**src/rtl/fmPkg.sv**
```systemverilog
package fmPkg;
  typedef struct packed {
    logic advMod;
    logic advCar;
    logic latchSum;
  } fmStrobes_t;
endpackage

```
**src/rtl/fmWaveLut.sv**
```systemverilog
module fmWaveLut #(
  parameter int ADDR_W = 10,
  parameter int SAMP_W = 16
) (
  input  logic [ADDR_W-1:0]        addr,
  output logic signed [SAMP_W-1:0] value
);
  localparam int HALF   = 1 << (ADDR_W - 1);
  localparam int PROD_W = 2 * ADDR_W;
  localparam int DROP   = 2 * (ADDR_W - 1) - 2 - (SAMP_W - 1);
  localparam int MAXV   = (1 << (SAMP_W - 1)) - 1;

  logic [ADDR_W-1:0] xPos;
  logic [ADDR_W-1:0] xRem;
  logic [PROD_W-1:0] prod;
  logic [PROD_W-1:0] mag;
  logic [SAMP_W-1:0] magClamped;

  always_comb begin
    xPos = {1'b0, addr[ADDR_W-2:0]};
    xRem = ADDR_W'(HALF) - xPos;
    prod = PROD_W'(xPos) * PROD_W'(xRem);
    mag  = prod >> DROP;
    if (mag > PROD_W'(MAXV)) magClamped = SAMP_W'(MAXV);
    else                     magClamped = mag[SAMP_W-1:0];
    if (addr[ADDR_W-1]) value = -$signed(magClamped);
    else                value = $signed(magClamped);
  end
endmodule

```
**src/rtl/fmOsc.sv**
```systemverilog
module fmOsc #(
  parameter int PHASE_W = 24,
  parameter int ADDR_W  = 10,
  parameter int SAMP_W  = 16
) (
  input  logic                     clk,
  input  logic                     rst,
  input  logic                     advance,
  input  logic [PHASE_W-1:0]       phaseInc,
  output logic [PHASE_W-1:0]       phase,
  output logic signed [SAMP_W-1:0] sample
);
  always_ff @(posedge clk) begin
    if (rst)          phase <= '0;
    else if (advance) phase <= phase + phaseInc;
  end

  fmWaveLut #(.ADDR_W(ADDR_W), .SAMP_W(SAMP_W)) lut (
    .addr  (phase[PHASE_W-1 -: ADDR_W]),
    .value (sample)
  );
endmodule

```
**src/rtl/fmControl.sv**
```systemverilog
module fmControl
  import fmPkg::*;
(
  input  logic       clk,
  input  logic       rst,
  input  logic       sampleStrobe,
  output fmStrobes_t strobes,
  output logic       sampleValid
);
  logic [2:0] stage;

  always_ff @(posedge clk) begin
    if (rst) begin
      stage       <= '0;
      sampleValid <= 1'b0;
    end else begin
      stage       <= {stage[1:0], sampleStrobe};
      sampleValid <= stage[2];
    end
  end

  always_comb begin
    strobes.advMod   = stage[0];
    strobes.advCar   = stage[1];
    strobes.latchSum = stage[2];
  end

  AST_VALID_LATENCY: assert property (@(posedge clk) disable iff (rst)
    sampleValid |-> $past(sampleStrobe, 4)) else $error("valid latency");
  AST_VALID_PULSE: assert property (@(posedge clk) disable iff (rst)
    sampleValid |=> !sampleValid) else $error("valid width");
  AST_STROBE_SPACING: assert property (@(posedge clk) disable iff (rst)
    sampleStrobe |-> (stage == 3'b000)) else $error("strobes too close");
endmodule

```
**src/rtl/fmDatapath.sv**
```systemverilog
module fmDatapath
  import fmPkg::*;
#(
  parameter int VOICES  = 4,
  parameter int PHASE_W = 24,
  parameter int ADDR_W  = 10,
  parameter int SAMP_W  = 16,
  parameter int SHIFT_W = 4,
  parameter int OUT_W   = 18
) (
  input  logic                       clk,
  input  logic                       rst,
  input  fmStrobes_t                 strobes,
  input  logic [VOICES*PHASE_W-1:0]  baseFcw,
  input  logic [VOICES-1:0]          noteOn,
  input  logic [PHASE_W-1:0]         modFcw,
  input  logic [SHIFT_W-1:0]         modShift,
  output logic signed [OUT_W-1:0]    sampleOut
);
  localparam int EXT_W = PHASE_W - SAMP_W;

  logic signed [SAMP_W-1:0] modSample [VOICES];
  logic signed [SAMP_W-1:0] carSample [VOICES];
  logic [PHASE_W-1:0]       modPhase  [VOICES];
  logic [PHASE_W-1:0]       carPhase  [VOICES];
  logic [PHASE_W-1:0]       carInc    [VOICES];
  logic signed [OUT_W-1:0]  sumNext;

  for (genvar v = 0; v < VOICES; v++) begin : gVoice
    logic [PHASE_W-1:0] modExt;

    always_comb begin
      modExt    = {{EXT_W{modSample[v][SAMP_W-1]}}, modSample[v]};
      carInc[v] = baseFcw[v*PHASE_W +: PHASE_W] + (modExt << modShift);
    end

    fmOsc #(.PHASE_W(PHASE_W), .ADDR_W(ADDR_W), .SAMP_W(SAMP_W)) modOsc (
      .clk      (clk),
      .rst      (rst),
      .advance  (strobes.advMod & noteOn[v]),
      .phaseInc (modFcw),
      .phase    (modPhase[v]),
      .sample   (modSample[v])
    );

    fmOsc #(.PHASE_W(PHASE_W), .ADDR_W(ADDR_W), .SAMP_W(SAMP_W)) carOsc (
      .clk      (clk),
      .rst      (rst),
      .advance  (strobes.advCar & noteOn[v]),
      .phaseInc (carInc[v]),
      .phase    (carPhase[v]),
      .sample   (carSample[v])
    );

    AST_OFF_HOLDS_CARRIER: assert property (@(posedge clk) disable iff (rst)
      !noteOn[v] |=> $stable(carPhase[v])) else $error("carrier moved while off");
    AST_OFF_HOLDS_MODULATOR: assert property (@(posedge clk) disable iff (rst)
      !noteOn[v] |=> $stable(modPhase[v])) else $error("modulator moved while off");
    AST_IDLE_HOLDS: assert property (@(posedge clk) disable iff (rst)
      (!strobes.advMod && !strobes.advCar) |=> ($stable(modPhase[v]) && $stable(carPhase[v])))
      else $error("phase moved without strobe");
  end

  always_comb begin
    sumNext = '0;
    for (int v = 0; v < VOICES; v++) sumNext = sumNext + OUT_W'(carSample[v]);
  end

  always_ff @(posedge clk) begin
    if (rst)                   sampleOut <= '0;
    else if (strobes.latchSum) sampleOut <= sumNext;
  end

  AST_MOD_BEFORE_CARRIER: assert property (@(posedge clk) disable iff (rst)
    strobes.advCar |-> $past(strobes.advMod)) else $error("carrier before modulator");
  AST_SUM_AFTER_CARRIER: assert property (@(posedge clk) disable iff (rst)
    strobes.latchSum |-> $past(strobes.advCar)) else $error("sum before carrier");
endmodule

```
**src/rtl/fmVoiceBank.sv**
```systemverilog
module fmVoiceBank
  import fmPkg::*;
#(
  parameter int VOICES  = 4,
  parameter int PHASE_W = 24,
  parameter int ADDR_W  = 10,
  parameter int SAMP_W  = 16,
  parameter int SHIFT_W = 4,
  parameter int OUT_W   = SAMP_W + $clog2(VOICES)
) (
  input  logic                      clk,
  input  logic                      rst,
  input  logic                      sampleStrobe,
  input  logic [VOICES*PHASE_W-1:0] baseFcw,
  input  logic [VOICES-1:0]         noteOn,
  input  logic [PHASE_W-1:0]        modFcw,
  input  logic [SHIFT_W-1:0]        modShift,
  output logic signed [OUT_W-1:0]   sampleOut,
  output logic                      sampleValid
);
  fmStrobes_t strobes;

  fmControl ctrl (
    .clk          (clk),
    .rst          (rst),
    .sampleStrobe (sampleStrobe),
    .strobes      (strobes),
    .sampleValid  (sampleValid)
  );

  fmDatapath #(
    .VOICES(VOICES), .PHASE_W(PHASE_W), .ADDR_W(ADDR_W),
    .SAMP_W(SAMP_W), .SHIFT_W(SHIFT_W), .OUT_W(OUT_W)
  ) dp (
    .clk       (clk),
    .rst       (rst),
    .strobes   (strobes),
    .baseFcw   (baseFcw),
    .noteOn    (noteOn),
    .modFcw    (modFcw),
    .modShift  (modShift),
    .sampleOut (sampleOut)
  );

  AST_RESET_CLEAR: assert property (@(posedge clk)
    $past(rst) |-> (sampleOut == '0 && !sampleValid)) else $error("reset state");
endmodule

```
**config.mk**
```make
export PLATFORM = sky130hd
export DESIGN_NAME = fmVoiceBank
export DESIGN_NICKNAME = d
export VERILOG_FILES = /design/src/rtl/fmPkg.sv /design/src/rtl/fmWaveLut.sv /design/src/rtl/fmOsc.sv /design/src/rtl/fmControl.sv /design/src/rtl/fmDatapath.sv /design/src/rtl/fmVoiceBank.sv
export SDC_FILE = /design/constraint.sdc
export NUM_CORES = 2
export LEC_CHECK = 0
export CORE_AREA = 2 2 320 322
export CTS_BUF_LIST = sky130_fd_sc_hd__clkbuf_8
export CTS_CLUSTER_SIZE = 20
export DETAILED_ROUTE_END_ITERATION = 12
export DIE_AREA = 0 0 322 324
export DONT_BUFFER_PORTS = 1
export PLACE_DENSITY_LB_ADDON = 0.3
export REMOVE_ABC_BUFFERS = 1
export SYNTH_ARGS = -nofsm -noshare
export SYNTH_HDL_FRONTEND = slang
export SYNTH_SLANG_ARGS = --single-unit
```
**constraint.sdc**
```tcl
create_clock -name clk -period 13.8 [get_ports clk]
set_input_delay 3.45 -clock clk [delete_from_list [all_inputs] [get_ports clk]]
set_output_delay 3.45 -clock clk [all_outputs]
set_load 0.01 [all_outputs]
```
==> impl_metrics.py <==
metrics = {
    "status": {
        "status": "finished, final reports clean",
    },
    "yosys": {
        "synth_top_family_by_area": "adder cells",
        "synth_top_cell_by_area": "fa_1",
        "netlist_instances": 6211,
        "synth_compound_area_share_pct": 17.10,
        "synth.mux.area_fraction_pct": 3.096,
        "synth_top_flop_cell": "dfxtp_1",
        "ys_top_cells_by_area": "fa_1 (23%), ha_1 (15%), dfxtp_1 (8.5%)",
        "ys_ff_latch": 214,
        "synth_fa_ha_area_share_pct": 38.32,
        "yosysWarnings": 0,
        "synth_cell_type_count": 92,
        "async_flop_share_pct": 0,
        "syn_avg_cell_area_um2": 8.080,
        "seq_area_frac_synth_pct": 8.536,
        "synth_xor_area_share_pct": 4.443,
        "synth_simple_gate_area_share_pct": 20.56,
        "syn_area_mm2": 0.05019,
        "synth_top_area_share_pct": 23.22,
        "synth_edf_count": 0,
    },
    "place": {
        "dp.cells": 7377,
        "dpl_cell_area_mm2": 0.05141,
        "portBuffers": 0,
        "gp_congestion": 0.9014,
        "dp_hpwl_um": 104900,
    },
    "sta": {
        "hold_ws_ns": 0.4549,
        "relSlewSlack_pct": 15.62,
        "worst_pin_slew_ns": 1.256,
        "hold_viol": 0,
        "finalSetupViolCount": 0,
        "period_minus_slack_ns": 12.72,
        "rsz0062_at_grt": "no",
        "final.setup.tns_ns": 0,
        "maxSlewViolCount": 0,
        "worst_clock_skew_ns": 0.04355,
        "period_share_pct": 92.14,
        "max_freq_mhz": 78.64,
    },
    "pwr": {
        "finalPower_w": 0.004673,
        "netSwitchingPower_w": 0.002245,
        "p_comb_share_pct": 65.9,
        "internal_power_w": 0.002428,
        "ir_worst_vdd_uv": 107.2,
        "power_density_mw_per_mm2": 88.95,
        "switching_share_pct": 48.05,
        "power.leakage_nw": 24.58,
        "p_seq_share_pct": 15.6,
        "power_frac_clock_pct": 18.5,
    },
    "die": {
        "coreArea_mm2": 0.1010,
        "die_y_um": 324,
        "die_w_um": 322,
        "die_area_mm2": 0.1043,
        "io_pins": 150,
        "row_count": 117,
        "start_util_pct": 49.69,
    },
    "clocking": {
        "postCtsHoldBufs": 0,
        "cts-root-buf": "clkbuf_8",
        "cts_tree": "yes",
        "clock_latency_ns": 0.73,
        "postCtsSetupBuffers": 0,
        "clkTransAtPathRegs_ns": 0.06,
        "htree_levels": 2,
        "clock_sinks": 214,
        "clock_path_buffers": 3,
        "numCtsBuffers": 47,
    },
    "setup_path": {
        "worst_r2r_path_depth": 47,
        "cp.required_ns": 14.41,
        "slowest_stage": "dfxtp_1",
        "cp_slowest_stage_delay_ns": 0.62,
        "rr_endpoint": "dp.gVoice[3].carOsc.phase[23]",
        "worst_ep_arrival_time_ns": 13.33,
        "worstPathMaxFanout": 17,
        "startpoint_type": "register",
        "worstSetupPathType": "register to register",
        "r2r_start": "dp.gVoice[3].modOsc.phase[15]",
        "rrSetupSlack_ns": 1.08,
        "cp-end-kind": "register",
    },
    "min_path": {
        "hold_path_startpoint": "dp.gVoice[0].modOsc.phase[7]",
        "whs_path_depth": 2,
        "worstHoldPathType": "register to register",
        "min_to": "dp.gVoice[0].modOsc.phase[7]",
    },
    "route": {
        "via_count": 42540,
        "antenna_left": 0,
        "route.detailed.drc": 0,
        "firstDrtPassIters": 6,
        "wl_per_cell_um": 17.73,
        "drt-total-wl_um": 132300,
        "viasPerCell": 5.698,
        "drt_iter0_markers": 3352,
    },
    "layout": {
        "fin_cells": 7466,
        "num-fill-cells": 9626,
        "final_area_mm2": 0.05254,
        "fin_nets": 7436,
        "syn2layout_area_growth_pct": 4.685,
        "seq_area_mm2": 0.004285,
        "drive_above_1_share_pct": 3.737,
        "multiInputGateArea_mm2": 0.04220,
    },
    "global_routing": {
        "grt_pass1_vias": 42080,
        "antenna_found_initial": 8,
        "track_usage_pct": 25.72,
        "grt_max_degree": 223,
        "grt_pass1_wl_um": 218200,
        "grt_remaining_overflow": 0,
    },
    "flow_run": {
        "cap_viol_max_count": 0,
    },
}
==> registers in the layout (all words and copies together) (netlist names) <==
| register | flops |
|---|---|
| dp.gVoice.modOsc.phase | 96 |
| dp.sampleOut | 18 |
| dp.gVoice.carOsc.phase | 96 |
| ctrl.stage | 3 |
| ctrl.sampleValid | 1 |
==> stage by stage <==
step | utilization, % | worst slack (ns)
CTS | 52.00 | 1.056
detailed placement | 50.90 | 1.188
finish | 52.01 | 1.084
floorplan | - | 2.274
global placement | 50.90 | 1.532
global route | 52.01 | 0.1372
==> cells in the mapped netlist (13+ instances only) <==
master     count
o21a_1        50
nand2_1      505
and3_1        31
nor3_1       123
mux2i_1       99
o21ai_0      206
nand3b_1      22
and2_1       115
or3_1         49
a31o_2        21
fa_1         582
nand3_1      111
a31oi_1       41
dfxtp_1      214
xor2_1        74
nor3b_1       47
a21o_1        94
nand2b_1     262
ha_1         606
inv_1        802
a22oi_1       16
o22ai_1       37
o211ai_1      30
nor2b_1      242
a21oi_1      460
or2_2         21
a41oi_1       13
xnor2_1      178
o21bai_1      40
a21boi_0      17
a2111oi_0     26
buf_1         20
clkbuf_1     221
a211o_1       19
mux2_2        38
nor4_1        25
a211oi_1      71
nand4_1       21
o31ai_1       17
nor2_1       415
o2111ai_1     18
==> final cells by class <==
| class | instances | area share [%] |
|---|---|---|
| clock buffer | 61 | 1.598 |
| inverter | 809 | 5.780 |
| multi-input combinational | 5010 | 80.32 |
| sequential | 214 | 8.157 |
| tap | 1309 | 3.117 |
| timing repair buffer | 35 | 0.5001 |
| antenna | 3 | 0.01429 |
| clock inverter | 25 | 0.5120 |
==> layout by cell type (no fill, tap or decap), types with 111 or more instances in the layout <==
cell type,count
and2_1,115
o21ai_0,206
nor2_1,415
nand2_1,505
nand3_1,111
nand2b_1,262
inv_1,807
fa_1,582
dfxtp_1,213
nor3_1,123
xnor2_1,178
a21oi_1,460
ha_1,606
nor2b_1,242
==> routing by layer <==
metal / up-vias / wire length (um) / track usage, %
met5: - / 76 / 0
met4: 12 / 3280 / 7.113
met3: 183 / 9415 / 4.907
met2: 1054 / 60790 / 42.64
met1: 20550 / 58780 / 34.20
li1: 20750 / - / -
==> cell families (layout without fill, tap and decap cells) <==
family	Yosys count	count (layout)
and+or+nand+nor	2032	2032
AOI/OAI and AO/OA	1322	1322
adders and majority gates	1188	1188
buffers and inverters	1057	930
xor gates and xnor gates	253	253
DFF	214	214
muxes	143	143
other	2	75
==> repair_timing <==
item / in CTS / in global routing
endpoints found under the hold margin: 0 / 0
gates resized for setup: 0 / 2
endpoints found under the setup margin: 0 / 1
==> power groups by stage <==
stage	Combinational, W	Sequential (W)	Clock, W
2_1_floorplan	0.00238	0.000729	0
3_3_place_gp	0.00298	0.000741	0
3_5_place_dp	0.00303	0.000742	0
4_1_cts	0.00306	0.000728	0.000889
5_1_grt	0.00349	0.000737	0.000914
6_report	0.00308	0.000729	0.000865
==> critical path: cells and delay by family, from the launching register on <==
family | cells | cell delay [ns]
DFF | 1 | 0.62
muxes | 2 | 0.39
xor gates and xnor gates | 2 | 0.70
adders and majority gates | 10 | 4.06
buffers and inverters | 6 | 0.60
and+or+nand+nor | 9 | 1.92
AOI/OAI and AO/OA | 18 | 4.28
==> how the worst max path moves through the flow <==
| stage | from | end | slack, ns |
|---|---|---|---|
| after CTS | dp.gVoice[3].modOsc.phase[14] | dp.gVoice[3].carOsc.phase[23] | 1.06 |
| final | dp.gVoice[3].modOsc.phase[15] | dp.gVoice[3].carOsc.phase[23] | 1.08 |
| after floorplan | dp.gVoice[3].modOsc.phase[14] | dp.gVoice[3].carOsc.phase[23] | 2.27 |
| after global placement | dp.gVoice[3].modOsc.phase[14] | dp.gVoice[3].carOsc.phase[23] | 1.53 |
| after detailed placement | dp.gVoice[3].modOsc.phase[14] | dp.gVoice[3].carOsc.phase[23] | 1.19 |
| after global routing | dp.gVoice[3].modOsc.phase[15] | dp.gVoice[3].carOsc.phase[23] | 0.14 |
No activity file was read; power rests on OpenSTA's default activity.
